File: config.mk
export PLATFORM = sky130hd
export DESIGN_NAME = rtc_update_ctl
export DESIGN_NICKNAME = d
export VERILOG_FILES = /design/src/rtl/rtc_upd_pkg.sv /design/src/rtl/rtc_ctl_regs.sv /design/src/rtl/rtc_divider.sv /design/src/rtl/rtc_periodic.sv /design/src/rtl/rtc_update_ctl.sv
export SDC_FILE = /design/constraint.sdc
export NUM_CORES = 1
export LEC_CHECK = 0
export ABC_AREA = 1
export BUFFER_PORTS_ARGS = -buffer_cell sky130_fd_sc_hd__buf_2
export CORE_MARGIN = 2
export CORE_UTILIZATION = 25
export DETAILED_ROUTE_END_ITERATION = 16
export SLEW_MARGIN = 0
export SYNTH_ARGS = -nofsm -noshare
export SYNTH_HDL_FRONTEND = slang
export SYNTH_SLANG_ARGS = --single-unit
export TNS_END_PERCENT = 10
File: constraint.sdc
create_clock -name clk -period 2.9 [get_ports clk]
set_input_delay 0.29 -clock clk [delete_from_list [all_inputs] [get_ports clk]]
set_output_delay 0.29 -clock clk [all_outputs]
set_load 0.005 [all_outputs]
File: src/rtl/rtc_upd_pkg.sv
`timescale 1ns/1ps
package rtc_upd_pkg;
    localparam int FIELD_W = 3;
    localparam int RATE_W  = 4;

    typedef enum logic [1:0] {
        DIV_PRESET = 2'd0,
        DIV_RUN    = 2'd1,
        DIV_HALT   = 2'd2
    } div_mode_e;

    function automatic div_mode_e decode_div(input logic [FIELD_W-1:0] field);
        if (field[2:1] == 2'b11)   return DIV_PRESET;
        else if (field == 3'b010)  return DIV_RUN;
        else                       return DIV_HALT;
    endfunction
endpackage

File: src/rtl/rtc_ctl_regs.sv
`timescale 1ns/1ps
module rtc_ctl_regs
    import rtc_upd_pkg::*;
#(
    parameter logic [6:0] CTL_RESET = 7'h60
) (
    input  logic              clk,
    input  logic              rst_n,
    input  logic              wr_en,
    input  logic              wr_sel,
    input  logic [7:0]        wr_data,
    input  logic              rd_sel,
    input  logic              uip,
    output logic [FIELD_W-1:0] div_field,
    output logic [RATE_W-1:0]  rate_code,
    output logic              freeze,
    output logic [7:0]        rd_data
);
    typedef struct packed {
        logic [6:0] ctl;
        logic       frz;
    } regs_t;

    regs_t regs_d, regs_q;

    always_comb begin
        regs_d = regs_q;
        if (wr_en) begin
            if (wr_sel) regs_d.frz = wr_data[7];
            else        regs_d.ctl = wr_data[6:0];
        end
    end

    always_ff @(posedge clk or negedge rst_n) begin
        if (!rst_n) begin
            regs_q.ctl <= CTL_RESET;
            regs_q.frz <= 1'b0;
        end else begin
            regs_q <= regs_d;
        end
    end

    assign div_field = regs_q.ctl[6:4];
    assign rate_code = regs_q.ctl[3:0];
    assign freeze    = regs_q.frz;
    assign rd_data   = rd_sel ? {regs_q.frz, 7'b0} : {uip, regs_q.ctl};
endmodule

File: src/rtl/rtc_divider.sv
`timescale 1ns/1ps
module rtc_divider
    import rtc_upd_pkg::*;
#(
    parameter int DIV_W     = 15,
    parameter int UIP_TICKS = 8
) (
    input  logic             clk,
    input  logic             rst_n,
    input  logic             tick_en,
    input  div_mode_e        mode,
    input  logic             freeze,
    output logic [DIV_W-1:0] phase_nxt,
    output logic             adv,
    output logic             upd_stb,
    output logic             uip
);
    localparam logic [DIV_W-1:0] PH_MAX    = '1;
    localparam logic [DIV_W-1:0] PH_HALF   = {1'b1, {(DIV_W-1){1'b0}}};
    localparam logic [DIV_W-1:0] UIP_START = PH_MAX - DIV_W'(UIP_TICKS - 1);

    typedef struct packed {
        logic [DIV_W-1:0] cnt;
        logic             upd;
    } div_t;

    div_t div_d, div_q;

    assign adv       = tick_en && (mode == DIV_RUN);
    assign phase_nxt = div_q.cnt + 1'b1;

    always_comb begin
        div_d     = div_q;
        div_d.upd = 1'b0;
        unique case (mode)
            DIV_PRESET: div_d.cnt = PH_HALF;
            DIV_RUN: begin
                if (tick_en) begin
                    div_d.cnt = phase_nxt;
                    div_d.upd = (div_q.cnt == PH_MAX) && !freeze;
                end
            end
            default: ;
        endcase
    end

    always_ff @(posedge clk or negedge rst_n) begin
        if (!rst_n) begin
            div_q.cnt <= PH_HALF;
            div_q.upd <= 1'b0;
        end else begin
            div_q <= div_d;
        end
    end

    assign upd_stb = div_q.upd;
    assign uip     = (mode == DIV_RUN) && !freeze && (div_q.cnt >= UIP_START);

    p_preset_no_update_r2: assert property (@(posedge clk) disable iff (!rst_n)
        (mode == DIV_PRESET) |=> (!upd_stb && div_q.cnt == PH_HALF));
    p_strobe_one_cycle_r3: assert property (@(posedge clk) disable iff (!rst_n)
        upd_stb |=> !upd_stb);
    p_uip_before_update_r4: assert property (@(posedge clk) disable iff (!rst_n)
        upd_stb |-> ($past(uip) && !uip));
    p_freeze_blocks_r5: assert property (@(posedge clk) disable iff (!rst_n)
        freeze |=> !upd_stb);
endmodule

File: src/rtl/rtc_periodic.sv
`timescale 1ns/1ps
module rtc_periodic
    import rtc_upd_pkg::*;
#(
    parameter int DIV_W = 15
) (
    input  logic              clk,
    input  logic              rst_n,
    input  logic              adv,
    input  logic [DIV_W-1:0]  phase_nxt,
    input  logic [RATE_W-1:0] rate_code,
    output logic              per_stb
);
    localparam logic [RATE_W-1:0] ALIAS_ADD = RATE_W'(7);

    typedef struct packed {
        logic stb;
    } per_t;

    per_t per_d, per_q;
    logic [RATE_W-1:0] eff_code;
    logic [RATE_W-1:0] shift;
    logic [DIV_W-1:0]  mask;

    always_comb begin
        if (rate_code == RATE_W'(1) || rate_code == RATE_W'(2))
            eff_code = rate_code + ALIAS_ADD;
        else
            eff_code = rate_code;
        shift = eff_code - 1'b1;
    end

    for (genvar g = 0; g < DIV_W; g++) begin : g_mask
        assign mask[g] = (int'(shift) > g);
    end

    always_comb begin
        per_d.stb = adv && (rate_code != '0) && ((phase_nxt & mask) == '0);
    end

    always_ff @(posedge clk or negedge rst_n) begin
        if (!rst_n) per_q <= '0;
        else        per_q <= per_d;
    end

    assign per_stb = per_q.stb;

    p_needs_advance_r6: assert property (@(posedge clk) disable iff (!rst_n)
        per_stb |-> $past(adv));
    p_code_zero_silent_r7: assert property (@(posedge clk) disable iff (!rst_n)
        (rate_code == '0) |=> !per_stb);
endmodule

File: src/rtl/rtc_update_ctl.sv
`timescale 1ns/1ps
module rtc_update_ctl
    import rtc_upd_pkg::*;
#(
    parameter int DIV_W     = 15,
    parameter int UIP_TICKS = 8
) (
    input  logic       clk,
    input  logic       rst_n,
    input  logic       tick_en,
    input  logic       wr_en,
    input  logic       wr_sel,
    input  logic [7:0] wr_data,
    input  logic       rd_sel,
    output logic [7:0] rd_data,
    output logic       uip,
    output logic       upd_stb,
    output logic       per_stb
);
    logic [FIELD_W-1:0] div_field;
    logic [RATE_W-1:0]  rate_code;
    logic               freeze;
    div_mode_e          mode;
    logic [DIV_W-1:0]   phase_nxt;
    logic               adv;

    rtc_ctl_regs u_regs (
        .clk       (clk),
        .rst_n     (rst_n),
        .wr_en     (wr_en),
        .wr_sel    (wr_sel),
        .wr_data   (wr_data),
        .rd_sel    (rd_sel),
        .uip       (uip),
        .div_field (div_field),
        .rate_code (rate_code),
        .freeze    (freeze),
        .rd_data   (rd_data)
    );

    always_comb mode = decode_div(div_field);

    rtc_divider #(.DIV_W(DIV_W), .UIP_TICKS(UIP_TICKS)) u_div (
        .clk       (clk),
        .rst_n     (rst_n),
        .tick_en   (tick_en),
        .mode      (mode),
        .freeze    (freeze),
        .phase_nxt (phase_nxt),
        .adv       (adv),
        .upd_stb   (upd_stb),
        .uip       (uip)
    );

    rtc_periodic #(.DIV_W(DIV_W)) u_per (
        .clk       (clk),
        .rst_n     (rst_n),
        .adv       (adv),
        .phase_nxt (phase_nxt),
        .rate_code (rate_code),
        .per_stb   (per_stb)
    );
endmodule

==> qor.txt, run 1 <==
Grt ovf - 0
Sequential power share - 47.9%
Post-CTS setup buffers - 0
Core area - 0.00718 mm²
FF+latch count, synth - 25
Largest net degree at the start of global routing - 26
Sw Share - 33.2%
Pint - 0.540 mW
Routed Antenna Nets - 0
Max FO, Critical Path - 6
Status - complete, no violations
DRT Pass-1 Iters - 4
First-pass GRT wire length - 7.45 mm
Most common cell in the netlist - nand2_1
Worst Setup SP - u_regs.rate_code[0]$_DFFE_PN0P_
Final setup fails - 0
CTS H-tree depth - 1
Synth area leaders - dfrtp_1 (30%), nand2_1 (12%), inv_1 (8.2%)
Maximum vdd drop - 267 µV
Startpoint types - flop
CTS sink cnt - 25
Max cap viols - 0
Gp weighted congestion - 0.830
CTS tree - done
Commonest cells in the netlist - nand2_1 (60), inv_1 (40), nor2_1 (33), dfrtp_1 (22), nand3_1 (21)
Final hold vios - 0
Pwr Density - 382 mW/mm²
Antenna fix cells - 0
# port buffers - 24
Die area - 0.00804 mm²
Area share of the largest cell type after synthesis - 30.0%
Combinational share of power - 26.4%
GRT Total Usage - 11.7%
Layout Skew - 0.00387 ns
Std cell rows - 31
Post-Synthesis Cells - 262
Initial antenna violation count - 0
Clock-pin slew on the worst setup and hold paths - 0.09 ns
Vias in the first global route - 1705
Avg WL per Cell - 11.0 µm
TritonCTS Buffers - 3
Worst Tran Pin Value - 0.573 ns
R2R setup slack - 0.61 ns
Hold_buf cts - 0
RR Endpoint - u_per.per_stb$_DFF_PN0_
Critical path class - flop to flop
Worst EP required - 3.06 ns
Worst R2R Start - u_regs.rate_code[0]$_DFFE_PN0P_
Worst Setup End Kind - flop
DRT iter0 DRCs - 113
Post-CTS sizing - 0
Vias per cell - 4.44
Largest area contributor in the netlist - dfrtp_1
Avg Inst Size Synth - 7.00 µm²
Sw Pwr - 0.268 mW
Post-route DRC violation count - 0
Cell leakage power - 1.01 nW
Period utilization - 79.1%
Via count - 1715
Rel. slew slack - 61.8%
Mapped Nets - 285
Period minus WS final - 2.29 ns
Nets - 311
Final Slew Violations - 0
Dpl hpwl - 3.36 mm
Share of cells above drive strength 1 - 18.5%
Cells after DPL - 382
Die width - 89.7 µm
Layout area overhead - 15.3%
Unique cell type count in the Yosys netlist - 29
Number of enable flip-flop cells after synthesis - 0
R2R cell count - 14
Root buffer cell - clkbuf_8
Post-synth top flop - dfrtp_1
WL final - 4.23 mm
FFs w/ async S/R, synth - 100%
DIE HEIGHT - 89.7 µm
Seq/Total Area, Yosys - 34.3%
RSZ-0062 raised after global routing - no
Clock power frac - 25.7%
Final std cells w/o fill - 386
Cell Area, Synth - 0.00183 mm²
I/O pins - 25
Clock Latency Late Sink - 0.27 ns
Fillers - 782
Peak Freq - 436 MHz
Worst EP arrival - 2.46 ns
Hold Crit Class - primary input to async pin
Yosys Warn Count - 0
TNS Setup - 0 ns
Initial core utilization - 25.6%
Max clock buf depth - 2
==> how the worst max path moves through the flow <==
stage	slack (ns)	endpoint	depth (start not counted)
floorplan	0.85	u_per.per_stb$_DFF_PN0_	18
global placement	0.73	u_per.per_stb$_DFF_PN0_	18
detailed placement	0.62	u_per.per_stb$_DFF_PN0_	18
CTS	0.59	u_per.per_stb$_DFF_PN0_	18
global route	0.31	u_per.per_stb$_DFF_PN0_	18
finish	0.61	u_per.per_stb$_DFF_PN0_	14
==> cells in the final DEF (no fill, tap or decap) <==
cell,Yosys,layout
a21oi_1,12,12
a22o_1,1,1
a31oi_1,1,1
buf_2,1,24
buf_4,0,1
clkbuf_1,3,1
clkbuf_8,0,3
dfrtp_1,22,22
dfstp_2,3,3
ha_1,9,9
inv_1,40,40
inv_2,1,1
nand2_1,60,60
nand2_2,8,8
nand2_4,2,2
nand3_1,21,21
nand3_2,3,3
nand4_1,6,6
nor2_1,33,33
nor2_2,3,3
nor2_4,3,3
nor3_1,3,3
nor4_1,1,1
o21ai_0,8,8
o21ai_1,1,1
o21ai_4,1,1
o21bai_1,1,1
o22ai_1,7,7
o31ai_1,1,1
or2_2,1,1
xor2_1,6,6
==> layer usage <==
metal	vias up	GRT usage, %	part of all wire (%)
li1	882	-	-
met1	778	14.3	45
met2	49	21.0	47
met3	6	2.19	6.3
met4	0	3.12	1.7
met5	-	0	0
==> flip-flops by register name, indices dropped and copies added, names as in the netlist <==
register and count:
u_regs.freeze 1, u_div.div_q 15, u_div.upd_stb 1, u_regs.rate_code 4
u_per.per_stb 1, u_regs.div_field 3
==> power by group through the flow <==
| stage | sequential (mW) | clock [mW] | combinational [mW] |
|---|---|---|---|
| after detailed placement | 0.394 | 0 | 0.214 |
| after CTS | 0.388 | 0.215 | 0.215 |
| after global placement | 0.393 | 0 | 0.210 |
| final | 0.387 | 0.208 | 0.213 |
| after floorplan | 0.390 | 0 | 0.151 |
| after global routing | 0.390 | 0.229 | 0.248 |
==> cell type report <==
type | instances | area, µm² | area share [%]
clock buffer | 4 | 45.0 | 2.13
sequential | 25 | 629 | 29.8
inverter | 41 | 154 | 7.28
multi-input combinational | 192 | 1030 | 48.9
tap | 99 | 124 | 5.86
timing repair buffer | 25 | 128 | 6.04
==> per-stage QoR <==
stage / hold slack (ns) / total power [mW] / area (µm²) / worst slack (ns) / utilization, %
2_1_floorplan: -0.00559 / 0.541 / 1830 / 0.853 / -
3_3_place_gp: 0.326 / 0.603 / 2070 / 0.727 / 28.8
3_5_place_dp: 0.324 / 0.608 / 2070 / 0.617 / 28.8
4_1_cts: 0.0291 / 0.818 / 2110 / 0.593 / 29.5
5_1_grt: 0.0544 / 0.866 / 2110 / 0.313 / 29.5
6_report: 0.00591 / 0.808 / 2110 / 0.607 / 29.5
==> logic make-up after synthesis <==
family | Yosys count | share of synthesized area (%)
adder cells (fa/ha/maj) | 9 | 6.14
AND/OR/NAND/NOR | 144 | 36.8
AO/OA/AOI/OAI | 33 | 10.6
XOR/XNOR | 6 | 2.86
buffers and inverters | 45 | 9.28
flip-flops | 25 | 34.3
==> critical path, stage by stage, from the launching register on <==
cell and delay, ns:
dfrtp_1 0.46, inv_1 0.18, ha_1 0.19, inv_1 0.04, nand2_1 0.10, nand2_1 0.06
nand2_1 0.07, nand2_2 0.10, ha_1 0.31, nor2_1 0.19, nand3_1 0.11, nand4_1 0.10
nand2_1 0.06, a21oi_1 0.15, nor2_1 0.06
Note: power is estimated with default switching activity, not from simulation.
==> run 2, diff against run 1 <==
==> constraint.sdc (replaced) <==
create_clock -name clk -period 1.9 [get_ports clk]
set_input_delay 0.19 -clock clk [delete_from_list [all_inputs] [get_ports clk]]
set_output_delay 0.19 -clock clk [all_outputs]
set_load 0.005 [all_outputs]
==> run 2 against run 1 <==
Against the previous run: the flow now finishes with violations (negative setup slack); cell count grew 3.6%; register-to-register slack worse by 0.65 ns; worst setup slack got worse by 0.65 ns; global-route usage is 0.28 points lower.
==> qor.txt, run 2 (synthesis results as in run 1) <==
DRT iter0 DRCs - 87 (-23%)
Period minus WS final - 1.95 ns (-0.347 ns)
Maximum vdd drop - 296 µV (+11%)
Worst Tran Pin Value - 0.551 ns (-0.0227 ns)
Max cap viols - 0 (unchanged)
CTS tree - done
Via count - 1728 (+0.76%)
Cell leakage power - 1.07 nW (+6.0%)
Core area - 0.00718 mm² (unchanged)
I/O pins - 25 (unchanged)
Initial core utilization - 25.6% (unchanged)
Gp weighted congestion - 0.837 (+0.90%)
Root buffer cell - clkbuf_8
Period utilization - 102% (+23 points)
Layout area overhead - 24.6%
Power Total - 1.33 mW (+65%)
Share of cells above drive strength 1 - 26.9% (+8.4 points)
Layout Skew - 0.00693 ns (+0.00306 ns)
Final std cells w/o fill - 400 (+3.6%)
Std cell rows - 31 (unchanged)
Rel. slew slack - 63.3% (+1.5 points)
Worst EP arrival - 2.11 ns (-0.35 ns)
Initial antenna violation count - 0 (unchanged)
Clock Latency Late Sink - 0.28 ns (about the same)
Worst EP required - 2.07 ns (-0.99 ns)
Clock-pin slew on the worst setup and hold paths - 0.09 ns (about the same)
Vias in the first global route - 1614 (-5.3%)
First-pass GRT wire length - 7.27 mm (-2.4%)
Failing checks - negative setup slack
CTS H-tree depth - 1 (unchanged)
Nets - 325 (+4.5%)
Peak Freq - 514 MHz (+18%)
Routed Antenna Nets - 0 (unchanged)
WL final - 4.24 mm (+0.12%)
Pwr Density - 583 mW/mm² (+53%)
Pre-CTS setup slack - -0.0780 ns (-0.695 ns)
Final hold vios - 0 (unchanged)
Max reg flops - 15 (unchanged)
Max clock buf depth - 2 (unchanged)
CTS sink cnt - 25 (unchanged)
Startpoint types - flop
TritonCTS Buffers - 3 (unchanged)
Die area - 0.00804 mm² (unchanged)
Status - finished, violations left
RSZ-0062 raised after global routing - yes
Final Slew Violations - 0 (unchanged)
Antenna fix cells - 0 (unchanged)
Vias per cell - 4.32 (-2.8%)
Dpl hpwl - 3.47 mm (+3.2%)
DRT Pass-1 Iters - 4 (unchanged)
Avg WL per Cell - 10.6 µm (-3.4%)
Max FO, Critical Path - 4 (-2)
DIE HEIGHT - 89.7 µm (unchanged)
Fillers - 773 (-1.2%)
Hold Slack - 0.109 ns (+0.103 ns)
Largest net degree at the start of global routing - 26 (unchanged)
# port buffers - 24 (unchanged)
Most flop-heavy register - u_div.div_q
Post-route DRC violation count - 0 (unchanged)
GRT Total Usage - 11.4% (-0.28 points)
Cells after DPL - 394 (+3.1%)
Most frequent cells in the layout - nand2_1 (58), inv_1 (36), nor2_1 (31), buf_2 (24), nand3_1 (21)
Hold Crit Class - primary input to flop
Final setup fails - 1 (+1)
Grt ovf - 0 (unchanged)
Most common cell after layout, fill and taps aside - nand2_1
Critical path class - flop to flop
PnR worst setup slack - -0.0462 ns (-0.653 ns)
Worst Setup End Kind - flop
Die width - 89.7 µm (unchanged)
## run 2: changes by cell type in the layout (fill, tap and decap cells not counted), moves of 2 or more
cell     delta
inv_2       +2
nand2_1     -2
ha_1        -4
inv_1       -4
buf_4      +13
dfrtp_2     +2
dfrtp_1     -2
nand2_2     +2
ha_4        +3
inv_4       +2
nor2_1      -2
nor2_2      +2
## run 2: worst paths after layout
kind	depth (start not counted)	startpoint	to	slack (ns)
max	12	u_regs.rate_code[0]$_DFFE_PN0P_	u_per.per_stb$_DFF_PN0_	-0.05
min	2	wr_sel	u_regs.freeze$_DFFE_PN0P_	0.11
max reg2reg	12	u_regs.rate_code[0]$_DFFE_PN0P_	u_per.per_stb$_DFF_PN0_	-0.05
min reg2reg	2	u_regs.div_field[2]$_DFFE_PN1P_	u_regs.div_field[2]$_DFFE_PN1P_	0.50
max in group asynchronous	2	rst_n	u_regs.rate_code[0]$_DFFE_PN0P_	1.06
min in group asynchronous	2	rst_n	u_div.div_q[6]$_DFFE_PN0P_	0.44
## run 2: stage by stage
| stage | cell area (µm²) | utilization, % | setup TNS, ns |
|---|---|---|---|
| after floorplan | 1880 | - | 0 |
| after global placement | 2210 | 30.8 | -0.0785 |
| after detailed placement | 2210 | 30.8 | -0.0780 |
| after CTS | 2280 | 31.7 | -0.0644 |
| after global routing | 2280 | 31.8 | -0.225 |
| final | 2280 | 31.8 | -0.0462 |
## run 2: where the power goes
group	leakage (nW)	switching [mW]	internal, mW
Combinational	0.726	0.239	0.174
Clock	0.0228	0.177	0.150
Sequential	0.319	0.0303	0.561
## run 2: area by class of cell
cell class,instances,area [µm²],share of cell area [%]
Sequential cell,25,632,27.7
Timing Repair Buffer,39,235,10.3
Inverter,41,159,6.96
Multi-Input combinational cell,192,1090,47.7
Clock buffer,4,45.0,1.97
Tap cell,99,124,5.42
## run 2: critical path: stages, from the launching register on
cell	delay (ns)
dfrtp_2	0.43
inv_4	0.06
ha_1	0.29
nand3_1	0.10
nand2_2	0.10
ha_4	0.24
or2_2	0.28
nand4_1	0.10
nand2_1	0.05
nand2_1	0.07
nor2_2	0.04
nand2_1	0.05
nor2_1	0.04
## run 2: repair_timing
| action | CTS | global route |
|---|---|---|
| resized for setup | 2 | 4 |
| endpoints found under the hold margin | 22 | 0 |
| hold buffers | 1 | 0 |
| gates cloned | 0 | 0 |
| setup endpoints to repair | 1 | 2 |
| pin swaps | 2 | 0 |
| setup buffers | 1 | 0 |
## run 2: layer usage
| metal | vias up | track usage, % | share of wire (%) |
|---|---|---|---|
| met5 | - | 0 | 0 |
| met4 | 0 | 2.04 | 0.61 |
| met3 | 4 | 1.83 | 3.8 |
| met2 | 40 | 19.7 | 47 |
| met1 | 765 | 15.2 | 49 |
| li1 | 919 | - | - |
